**src/rtl/xw_pkg.sv**
```systemverilog
package xw_pkg;

    localparam int ADDR_W        = 32;
    localparam int MAP_W         = 16;
    localparam int MEM_SHIFT     = 20;
    localparam int IO_SHIFT      = 24;
    localparam int NUM_MEM_WIN   = 2;
    localparam int NUM_WIN       = NUM_MEM_WIN + 1;
    localparam int WIN_IDX_W     = $clog2(NUM_WIN);
    localparam int SEL_W         = $clog2(2 * NUM_WIN);
    localparam int CODE_W        = 4;
    localparam int MAX_SIZE_CODE = 11;
    localparam int CYC_W         = 3;

    typedef enum logic [CYC_W-1:0] {
        CYC_IACK   = 3'b000,
        CYC_IO     = 3'b001,
        CYC_MEM    = 3'b011,
        CYC_CFG    = 3'b101,
        CYC_MEMMUL = 3'b110
    } cyc_e;

    typedef struct packed {
        logic [ADDR_W-1:0] base;
        logic [MAP_W-1:0]  map;
    } mem_win_cfg_t;

    typedef struct packed {
        logic [MAP_W-1:0] base;
        logic [MAP_W-1:0] map;
    } io_win_cfg_t;

    typedef struct packed {
        logic              hit;
        logic [ADDR_W-1:0] addr;
        logic [CYC_W-1:0]  cyc;
        logic              pf;
    } win_res_t;

    // Ones on every address bit at or above the window size.
    function automatic logic [ADDR_W-1:0] upper_mask(input logic [CODE_W-1:0] code);
        return {ADDR_W{1'b1}} << (MEM_SHIFT + int'(code));
    endfunction

    function automatic logic size_legal(input logic [CODE_W-1:0] code);
        return int'(code) <= MAX_SIZE_CODE;
    endfunction

    // Map register upper field placed at PCI address bits 31:20.
    function automatic logic [ADDR_W-1:0] mem_pci_top(input logic [MAP_W-1:0] map);
        return {map[MAP_W-1:4], {MEM_SHIFT{1'b0}}};
    endfunction

endpackage

```
**src/rtl/xw_regs.sv**
```systemverilog
module xw_regs
    import xw_pkg::*;
(
    input  logic                     clk,
    input  logic                     rst,
    input  logic                     cfg_we,
    input  logic [SEL_W-1:0]         cfg_sel,
    input  logic [ADDR_W-1:0]        cfg_data,
    output mem_win_cfg_t             mem_cfg [NUM_MEM_WIN],
    output io_win_cfg_t              io_cfg
);

    for (genvar g = 0; g < NUM_MEM_WIN; g++) begin : g_mem
        always_ff @(posedge clk) begin
            if (rst) begin
                mem_cfg[g] <= '0;
            end else if (cfg_we) begin
                if (cfg_sel == SEL_W'(2 * g))
                    mem_cfg[g].base <= cfg_data;
                if (cfg_sel == SEL_W'(2 * g + 1))
                    mem_cfg[g].map <= cfg_data[MAP_W-1:0];
            end
        end
    end

    always_ff @(posedge clk) begin
        if (rst) begin
            io_cfg <= '0;
        end else if (cfg_we) begin
            if (cfg_sel == SEL_W'(2 * NUM_MEM_WIN))
                io_cfg.base <= cfg_data[MAP_W-1:0];
            if (cfg_sel == SEL_W'(2 * NUM_MEM_WIN + 1))
                io_cfg.map <= cfg_data[MAP_W-1:0];
        end
    end

endmodule

```
**src/rtl/xw_mem_match.sv**
```systemverilog
module xw_mem_match
    import xw_pkg::*;
(
    input  mem_win_cfg_t       cfg,
    input  logic [ADDR_W-1:0]  addr,
    output win_res_t           res
);

    logic [CODE_W-1:0] code;
    logic [ADDR_W-1:0] mask;
    logic [ADDR_W-1:0] pci;

    always_comb begin
        code = cfg.base[7:4];
        mask = upper_mask(code);
        pci  = (mem_pci_top(cfg.map) & mask) | (addr & ~mask);
        if (!cfg.map[0])
            pci[1:0] = 2'b00;
        res.hit  = cfg.base[0] && size_legal(code)
                   && ((addr & mask) == (cfg.base & mask));
        res.addr = pci;
        res.cyc  = cfg.map[3:1];
        res.pf   = cfg.base[3];
    end

endmodule

```
**src/rtl/xw_io_match.sv**
```systemverilog
module xw_io_match
    import xw_pkg::*;
(
    input  io_win_cfg_t        cfg,
    input  logic [ADDR_W-1:0]  addr,
    output win_res_t           res
);

    localparam int HI_W = ADDR_W - IO_SHIFT;

    logic unused_io_bits;
    assign unused_io_bits = ^{cfg.base[MAP_W-HI_W-1:1], cfg.map[MAP_W-HI_W-1:0]};

    always_comb begin
        res.hit  = cfg.base[0]
                   && (addr[ADDR_W-1:IO_SHIFT] == cfg.base[MAP_W-1:MAP_W-HI_W]);
        res.addr = {cfg.map[MAP_W-1:MAP_W-HI_W], addr[IO_SHIFT-1:0]};
        res.cyc  = CYC_IO;
        res.pf   = 1'b0;
    end

endmodule

```
**src/rtl/xw_select.sv**
```systemverilog
module xw_select
    import xw_pkg::*;
(
    input  logic                  clk,
    input  logic                  rst,
    input  logic                  req_valid,
    input  win_res_t              res [NUM_WIN],
    output logic                  rsp_valid,
    output logic                  rsp_hit,
    output logic                  rsp_miss,
    output logic [WIN_IDX_W-1:0]  rsp_win,
    output logic [ADDR_W-1:0]     rsp_addr,
    output logic [CYC_W-1:0]      rsp_cycle,
    output logic                  rsp_prefetch
);

    logic                 found;
    logic [WIN_IDX_W-1:0] pick_idx;
    win_res_t             pick;

    // Ascending scan: the first hit is kept.
    always_comb begin
        found    = 1'b0;
        pick_idx = '0;
        pick     = '0;
        for (int i = 0; i < NUM_WIN; i++) begin
            if (!found && res[i].hit) begin
                found    = 1'b1;
                pick_idx = WIN_IDX_W'(i);
                pick     = res[i];
            end
        end
    end

    always_ff @(posedge clk) begin
        if (rst) begin
            rsp_valid    <= 1'b0;
            rsp_hit      <= 1'b0;
            rsp_miss     <= 1'b0;
            rsp_win      <= '0;
            rsp_addr     <= '0;
            rsp_cycle    <= '0;
            rsp_prefetch <= 1'b0;
        end else begin
            rsp_valid <= req_valid;
            rsp_hit   <= req_valid && found;
            rsp_miss  <= req_valid && !found;
            if (req_valid && found) begin
                rsp_win      <= pick_idx;
                rsp_addr     <= pick.addr;
                rsp_cycle    <= pick.cyc;
                rsp_prefetch <= pick.pf;
            end else begin
                rsp_win      <= '0;
                rsp_addr     <= '0;
                rsp_cycle    <= '0;
                rsp_prefetch <= 1'b0;
            end
        end
    end

endmodule

```
**src/rtl/addr_window_xlate.sv**
```systemverilog
module addr_window_xlate
    import xw_pkg::*;
(
    input  logic                  clk,
    input  logic                  rst,
    input  logic                  cfg_we,
    input  logic [SEL_W-1:0]      cfg_sel,
    input  logic [ADDR_W-1:0]     cfg_data,
    input  logic                  req_valid,
    input  logic [ADDR_W-1:0]     req_addr,
    output logic                  rsp_valid,
    output logic                  rsp_hit,
    output logic                  rsp_miss,
    output logic [WIN_IDX_W-1:0]  rsp_win,
    output logic [ADDR_W-1:0]     rsp_addr,
    output logic [CYC_W-1:0]      rsp_cycle,
    output logic                  rsp_prefetch
);

    mem_win_cfg_t mem_cfg [NUM_MEM_WIN];
    io_win_cfg_t  io_cfg;
    win_res_t     win_res [NUM_WIN];

    xw_regs u_regs (
        .clk      (clk),
        .rst      (rst),
        .cfg_we   (cfg_we),
        .cfg_sel  (cfg_sel),
        .cfg_data (cfg_data),
        .mem_cfg  (mem_cfg),
        .io_cfg   (io_cfg)
    );

    for (genvar g = 0; g < NUM_MEM_WIN; g++) begin : g_match
        xw_mem_match u_mem (
            .cfg  (mem_cfg[g]),
            .addr (req_addr),
            .res  (win_res[g])
        );
    end

    xw_io_match u_io (
        .cfg  (io_cfg),
        .addr (req_addr),
        .res  (win_res[NUM_MEM_WIN])
    );

    xw_select u_sel (
        .clk          (clk),
        .rst          (rst),
        .req_valid    (req_valid),
        .res          (win_res),
        .rsp_valid    (rsp_valid),
        .rsp_hit      (rsp_hit),
        .rsp_miss     (rsp_miss),
        .rsp_win      (rsp_win),
        .rsp_addr     (rsp_addr),
        .rsp_cycle    (rsp_cycle),
        .rsp_prefetch (rsp_prefetch)
    );

endmodule

```
**config.mk**
```make
export PLATFORM = sky130hd
export DESIGN_NAME = addr_window_xlate
export DESIGN_NICKNAME = d
export VERILOG_FILES = /design/src/rtl/xw_pkg.sv /design/src/rtl/xw_regs.sv /design/src/rtl/xw_mem_match.sv /design/src/rtl/xw_io_match.sv /design/src/rtl/xw_select.sv /design/src/rtl/addr_window_xlate.sv
export SDC_FILE = /design/constraint.sdc
export NUM_CORES = 1
export LEC_CHECK = 0
export BUFFER_PORTS_ARGS = -buffer_cell sky130_fd_sc_hd__buf_2
export CORE_ASPECT_RATIO = 1.4
export CORE_UTILIZATION = 32
export CTS_CLUSTER_SIZE = 8
export DETAILED_ROUTE_END_ITERATION = 10
export PLACE_DENSITY = 0.49
export SYNTH_ARGS = -nofsm -noshare
export SYNTH_HDL_FRONTEND = slang
export SYNTH_SLANG_ARGS = --single-unit
export TNS_END_PERCENT = 5
```
**constraint.sdc**
```tcl
create_clock -name clk -period 3.9 [get_ports clk]
set_input_delay 0.195 -clock clk [delete_from_list [all_inputs] [get_ports clk]]
set_output_delay 0.195 -clock clk [all_outputs]
set_load 0.01 [all_outputs]
```
## Yosys cells after proc, flatten, opt, wreduce, memory -nomap -nowiden

Index checks and enable logic that the tools add are counted.
Widths: inputs -> output; s select.

| storage, ports and cells | value |
|---|---|
| register bits after elaboration | 169 |
| input port bits | 71 |
| output and inout port bits | 41 |
| logic and storage cells | 73 |

| cells by class | value |
|---|---|
| add/subtract/negate cells | 2 |
| magnitude comparators | 2 |
| equal/unequal tests | 8 |
| shift-type cells | 2 |
| mux-type cells | 10 |
| bitwise operators | 13 |
| reductions and logical operators | 21 |

Operators with widths:

| cell | number |
|---|---|
| $and 32x32->32 | 8 |
| $mux 36 | 3 |
| $eq 32x32->1 | 2 |
| $not 32->32 | 2 |
| $or 32x32->32 | 2 |
| $shl 32x32->32 const A | 2 |
| $add 5x4->6 const A | 2 |
| $reduce_and 2->1 | 6 |
| $logic_and 1x1->1 | 9 |
| $eq 8x8->1 | 1 |
| $le 4x4->1 const B | 2 |
| $eq 3x2->1 const B | 2 |
| $eq 3x3->1 const B | 2 |
| $mux 2 | 3 |
| $mux 1 | 4 |
| $eq 3x1->1 const B | 1 |
| $logic_not 1->1 | 3 |
| $logic_not 3->1 | 1 |
| $reduce_or 3->1 | 1 |
| $reduce_or 2->1 | 1 |
| $not 1->1 | 1 |

## Depth between registers and ports, before layout

| logic depth | value |
|---|---|
| word-level depth | 15 |
| gate-level depth with buffers | 12 |
| mapped depth without buffers | 9 |

## Modules after synthesis

Synthesis repeated with hierarchy kept, for this count alone.

| unflattened totals | value |
|---|---|
| cells, all modules | 881 |
| area total of the unflattened synthesis | 8876.0 µm² |

Modules (own cells, without submodules):

| module | times used | cells each | area each (µm²) | seq. area each (µm²) |
|---|---|---|---|---|
| xw_regs | 1 | 456 | 5071.1 | 2562.5 |
| xw_select | 1 | 134 | 1556.5 | 820.8 |
| xw_mem_match at g_match[1].u_mem | 1 | 120 | 953.4 | 0.0 |
| xw_mem_match at g_match[0].u_mem | 1 | 121 | 922.1 | 0.0 |
| xw_io_match | 1 | 50 | 372.9 | 0.0 |

## Worst setup path before layout

No wires, ideal clock.

| timing path | value |
|---|---|
| kind | register to register |
| start point | reg, netlist name u_regs.mem_cfg[22] |
| end point | reg u_sel.rsp_addr[10] |
| setup time | 0.116 ns |
| arrival time | 2.766 ns |
| data required time | 3.784 ns |
| slack | 1.018 ns |
| cell stages (with the launch flop) | 12 |
| buffers on the path | 2 |
| period minus slack after synthesis | 2.882 ns |
| path through | dfxtp_1 > buf_2 > inv_1 > ha_1 > and2b_2 > a31oi_4 > a2111oi_4 > nand3_2 > o31a_1 > a211o_1 > buf_6 > and4_1 |

| between the ends | value |
|---|---|
| longest elaborated chain between the ends | 13 |
| elaborated cells on any way between the ends | 22 |
| classes of those cells | add/sub: 1; order compare: 1; eq/ne: 1; shift: 1; mux: 4; bitwise: 7; reduce/logical: 7 |

RTL lines:

| element | line | source |
|---|---|---|
| $add 5x4->6 | xw_pkg.sv:42 | `return {ADDR_W{1'b1}} << (MEM_SHIFT + int'(code));` |
| $shl 32x32->32 | xw_pkg.sv:42 |  |
| $and 32x32->32 | xw_mem_match.sv:20 | `&& ((addr & mask) == (cfg.base & mask));` |
| $eq 32x32->1 | xw_mem_match.sv:20 |  |
| $logic_and 1x1->1 | xw_mem_match.sv:20 |  |
| $logic_and 1x1->1 | xw_select.sv:27 | `if (!found && res[i].hit) begin` |
| $mux 1 | xw_select.sv:27 |  |
| $logic_not 1->1 | xw_select.sv:27 |  |
| $logic_and 1x1->1 | xw_select.sv:27 |  |
| $mux 1 | xw_select.sv:27 |  |
| $logic_and 1x1->1 | xw_select.sv:48 | `if (req_valid && found) begin` |
| $not 1->1 (no source line) | - |  |
| $reduce_or 2->1 (no source line) | - |  |
| to (signal assigned) | xw_select.sv:50 | `rsp_addr <= pick.addr;` |
| to (decl) | xw_select.sv:12 | `output logic [ADDR_W-1:0] rsp_addr,` |

Parallel ways exist; a longest one is shown, timed or not.
A chain may end at the register's enable or synchronous reset.

## Worst setup path in the final report

| timing path | value |
|---|---|
| start point | reg, netlist name u_regs.mem_cfg[70] |
| end point | reg u_sel.rsp_addr[21] |

| between the ends | value |
|---|---|
| longest elaborated chain between the ends | 15 |
| elaborated cells on any way between the ends | 25 |
| classes of those cells | add/sub: 1; order compare: 1; eq/ne: 1; shift: 1; mux: 6; bitwise: 7; reduce/logical: 8 |

RTL lines:

| element | line |
|---|---|
| $add 5x4->6 | xw_pkg.sv:42 |
| $shl 32x32->32 | xw_pkg.sv:42 |
| $and 32x32->32 | xw_mem_match.sv:20 |
| $eq 32x32->1 | xw_mem_match.sv:20 |
| $logic_and 1x1->1 | xw_mem_match.sv:20 |
| $mux 1 | xw_select.sv:27 |
| $logic_not 1->1 | xw_select.sv:27 |
| $logic_and 1x1->1 | xw_select.sv:27 |
| $mux 1 | xw_select.sv:27 |
| $logic_not 1->1 | xw_select.sv:27 |
| $logic_and 1x1->1 | xw_select.sv:27 |
| $mux 1 | xw_select.sv:27 |
| $logic_and 1x1->1 | xw_select.sv:48 |
| $not 1->1 (no source line) | - |
| $reduce_or 2->1 (no source line) | - |

Parallel ways exist; a longest one is shown, timed or not.

==> impl_metrics.ini <==
[outcome]
result_of_the_run = finished, final reports clean

[cells_and_area]
final-instance-count-excl-fill = 1164
area_growth_pct = 21.8
fin_util_pct = 40.1
mostFrequentLayoutCell = sky130_fd_sc_hd__nand2_1
insertedDiodeCount = 0
fin_area_um2 = 8020
numnets_final = 980
layout_common_cells = sky130_fd_sc_hd__nand2_1, sky130_fd_sc_hd__dfxtp_1, sky130_fd_sc_hd__a21oi_1
layout-drive-gt1-share_pct = 18.1

[yosys]
postSynth.topFlopCell = sky130_fd_sc_hd__dfxtp_1
yosys.cell_types.count = 58
synth_cells = 799
synth.yosys.seq_area_share_pct = 45.0
avgSynthCellArea_um2 = 8.24
synthArstFlopShare_pct = 0
synth-seq-cells = 148
synth_edf_count = 0
synthesis.nets = 878
ys.warnings.count = 0
synth.cell_area_um2 = 6590

[sta]
max_clock_freq_mhz = 284
period_minus_slack_ns = 3.52
unrepaired_setup_endpoints_after_global_routing = false
period_share_pct = 90.1
finalSetupViolCount = 0
slew_headroom_pct = 32.4
hold_viol = 0
timing_max_transition_violations_final = 0
finClkSkew_ns = 0.0112
setup_tns_ns = 0
worstMarginPinSlew_ns = 1.01

[power]
ir_worst_vdd_uv = 287
power.share.switching_pct = 23.6
seq_power_share_pct = 44.2
pwr-share-comb_pct = 7.6
post-layout-total-power_uw = 3520
clock_power_share_pct = 48.3
leakage_uw = 0.00321
net_sw_power_uw = 832
power.internal_uw = 2690
powerDensity_nw_per_um2 = 439

[die]
fp.dieW_um = 123
initial_standard_cell_utilization_of_the_core_pct = 32.9
std_cell_rows = 61
chipHeight_um = 172
core_area_um2 = 20000
die_footprint_um2 = 21200
boundaryPins = 112

[global_routing]
grt_antenna_before_repair = 0
grt_pass1_vias = 5636
globalRouteOverflowTotal = 0
grt_first_pass_wirelength_mm = 34.2
gr-usage-all-layers_pct = 22.5
grt_start_max_net_pins = 67

[setup_path]
worstPathRequired_ns = 4.23
critical_path.reg2reg.startpoint = u_regs.mem_cfg[70]
crit_start = u_regs.mem_cfg[70]
setup.worst_path.end_class = register
cpPeakStageDelay_ns = 0.51
critical_path.slowest_cell = sky130_fd_sc_hd__dfxtp_1
cp_bufs_invs = 1
dominant_delay_contributor_by_cell_family_on_the_critical_path = simple AND/OR/NAND/NOR gates
worst_setup_path_start_kind = register
path_max_fanout = 14
crit_chain = inv_1 -> ha_1 -> or2_1 -> o311ai_0 -> a2111oi_0 -> and4_1 -> and2_1 -> nand2_1 -> o221ai_1
crit_arrival_ns = 3.84
crit_type = reg -> reg

[detailed_routing]
via_count = 5945
drt-wirelength-per-cell_um = 19.7
first_iter_violations = 373
drt.antenna.violating_nets = 0
drt_pass1_iterations = 5
drc = 0
totalWireLength_mm = 22.9
vias_per_cell = 5.11

[placement]
post_dp_cell_area_um2 = 7350
place_inst = 1126
portBuffers = 111
globalplace.congestion = 0.872
post-dp-hpwl_mm = 16.8

[cts]
cts_buffers = 17
cts_tree = yes
cts_htree_levels = 4
cts_root_buffer = sky130_fd_sc_hd__clkbuf_16
cts.clk_slew.worst_paths_ns = 0.06
insertion_delay_ns = 0.43
clock_sinks = 148
cts-root-to-sink-buffers = 2

[worst_hold_path]
hold_path_startpoint = cfg_data[18]
hold_class = in -> reg

[run]
maximum_capacitance_violations = 0
worst paths after layout:
kind	to	slack, ns	depth (start not counted)
hold / removal	u_regs.mem_cfg[34]	0.02	3
setup reg to reg	u_sel.rsp_addr[21]	0.38	9
setup / recovery	u_sel.rsp_addr[21]	0.38	9
hold reg to reg	u_regs.mem_cfg[48]	0.45	2
worst min-delay path, stage by stage:
cell and delay, ns:
sky130_fd_sc_hd__buf_2 0.11, sky130_fd_sc_hd__nand2_1 0.05, sky130_fd_sc_hd__a21oi_1 0.05
metal layers:
metal	vias to the layer above	global-route usage (%)	wire [um]
met5	-	0	0
met4	0	10.3	739
met3	34	3.65	1010
met2	190	38.7	11700
met1	2798	27.0	9500
li1	2923	-	-
power groups by stage:
stage / sequential [uW] / combinational, uW / clock [uW]
after global placement: 1590 / 264 / 0
after detailed placement: 1590 / 262 / 0
after CTS: 1560 / 269 / 1730
final: 1560 / 267 / 1700
after floorplan: 1580 / 133 / 0
after global routing: 1560 / 291 / 1800
timing repair:
item / 4_1_cts / 5_1_grt
hold buffers: 8 / 0
buffers inserted: 0 / 0
resized for setup: 0 / 0
hold endpoints to repair: 9 / 0
registers in the layout, summed over array words and instances, names as in the netlist:
| register | count |
|---|---|
| u_regs.io_cfg | 17 |
| u_regs.mem_cfg | 90 |
| u_sel.rsp_addr | 32 |
| u_sel.rsp_cycle | 3 |
| u_sel.rsp_hit | 1 |
| u_sel.rsp_miss | 1 |
| u_sel.rsp_prefetch | 1 |
| u_sel.rsp_valid | 1 |
| u_sel.rsp_win | 2 |
per-stage QoR:
step	setup WS [ns]	hold slack [ns]
global route	0.172	0.00518
detailed placement	0.489	0.403
CTS	0.483	0.000548
floorplan	1.02	0.304
global placement	0.595	0.397
finish	0.385	0.0218
cell type report:
type | instances | area [um2]
Fill cell | 2109 | 12000
Tap cell | 252 | 315
Sequential cell | 148 | 2960
Multi-Input combinational cell | 592 | 3390
Clock buffer | 20 | 437
Timing Repair Buffer | 128 | 706
Inverter | 14 | 52.6
Clock inverter | 10 | 159
synthesized netlist by cell type (10+ instances only):
master	instances	share of area, %
sky130_fd_sc_hd__inv_1	13	0.74
sky130_fd_sc_hd__nor2_1	15	0.85
sky130_fd_sc_hd__nand3_1	17	1.3
sky130_fd_sc_hd__nor3_1	11	0.84
sky130_fd_sc_hd__xnor2_1	16	2.1
sky130_fd_sc_hd__o221ai_1	12	1.6
sky130_fd_sc_hd__buf_2	10	0.76
sky130_fd_sc_hd__clkbuf_1	31	1.8
sky130_fd_sc_hd__a21oi_1	121	9.2
sky130_fd_sc_hd__mux2i_1	20	3.0
sky130_fd_sc_hd__nand2_1	233	13
sky130_fd_sc_hd__xor2_1	46	6.1
sky130_fd_sc_hd__dfxtp_1	148	45
sky130_fd_sc_hd__and4_1	15	2.0
cells by family after synthesis:
| family | share of synthesized area, % |
|---|---|
| muxes | 3.04 |
| buffers and inverters | 3.84 |
| AOI/OAI and AO/OA | 16.1 |
| adders and majority gates | 1.52 |
| xor gates and xnor gates | 8.24 |
| DFF | 45.0 |
| and+or+nand+nor | 22.2 |
Note: power is estimated with default switching activity, not from simulation.
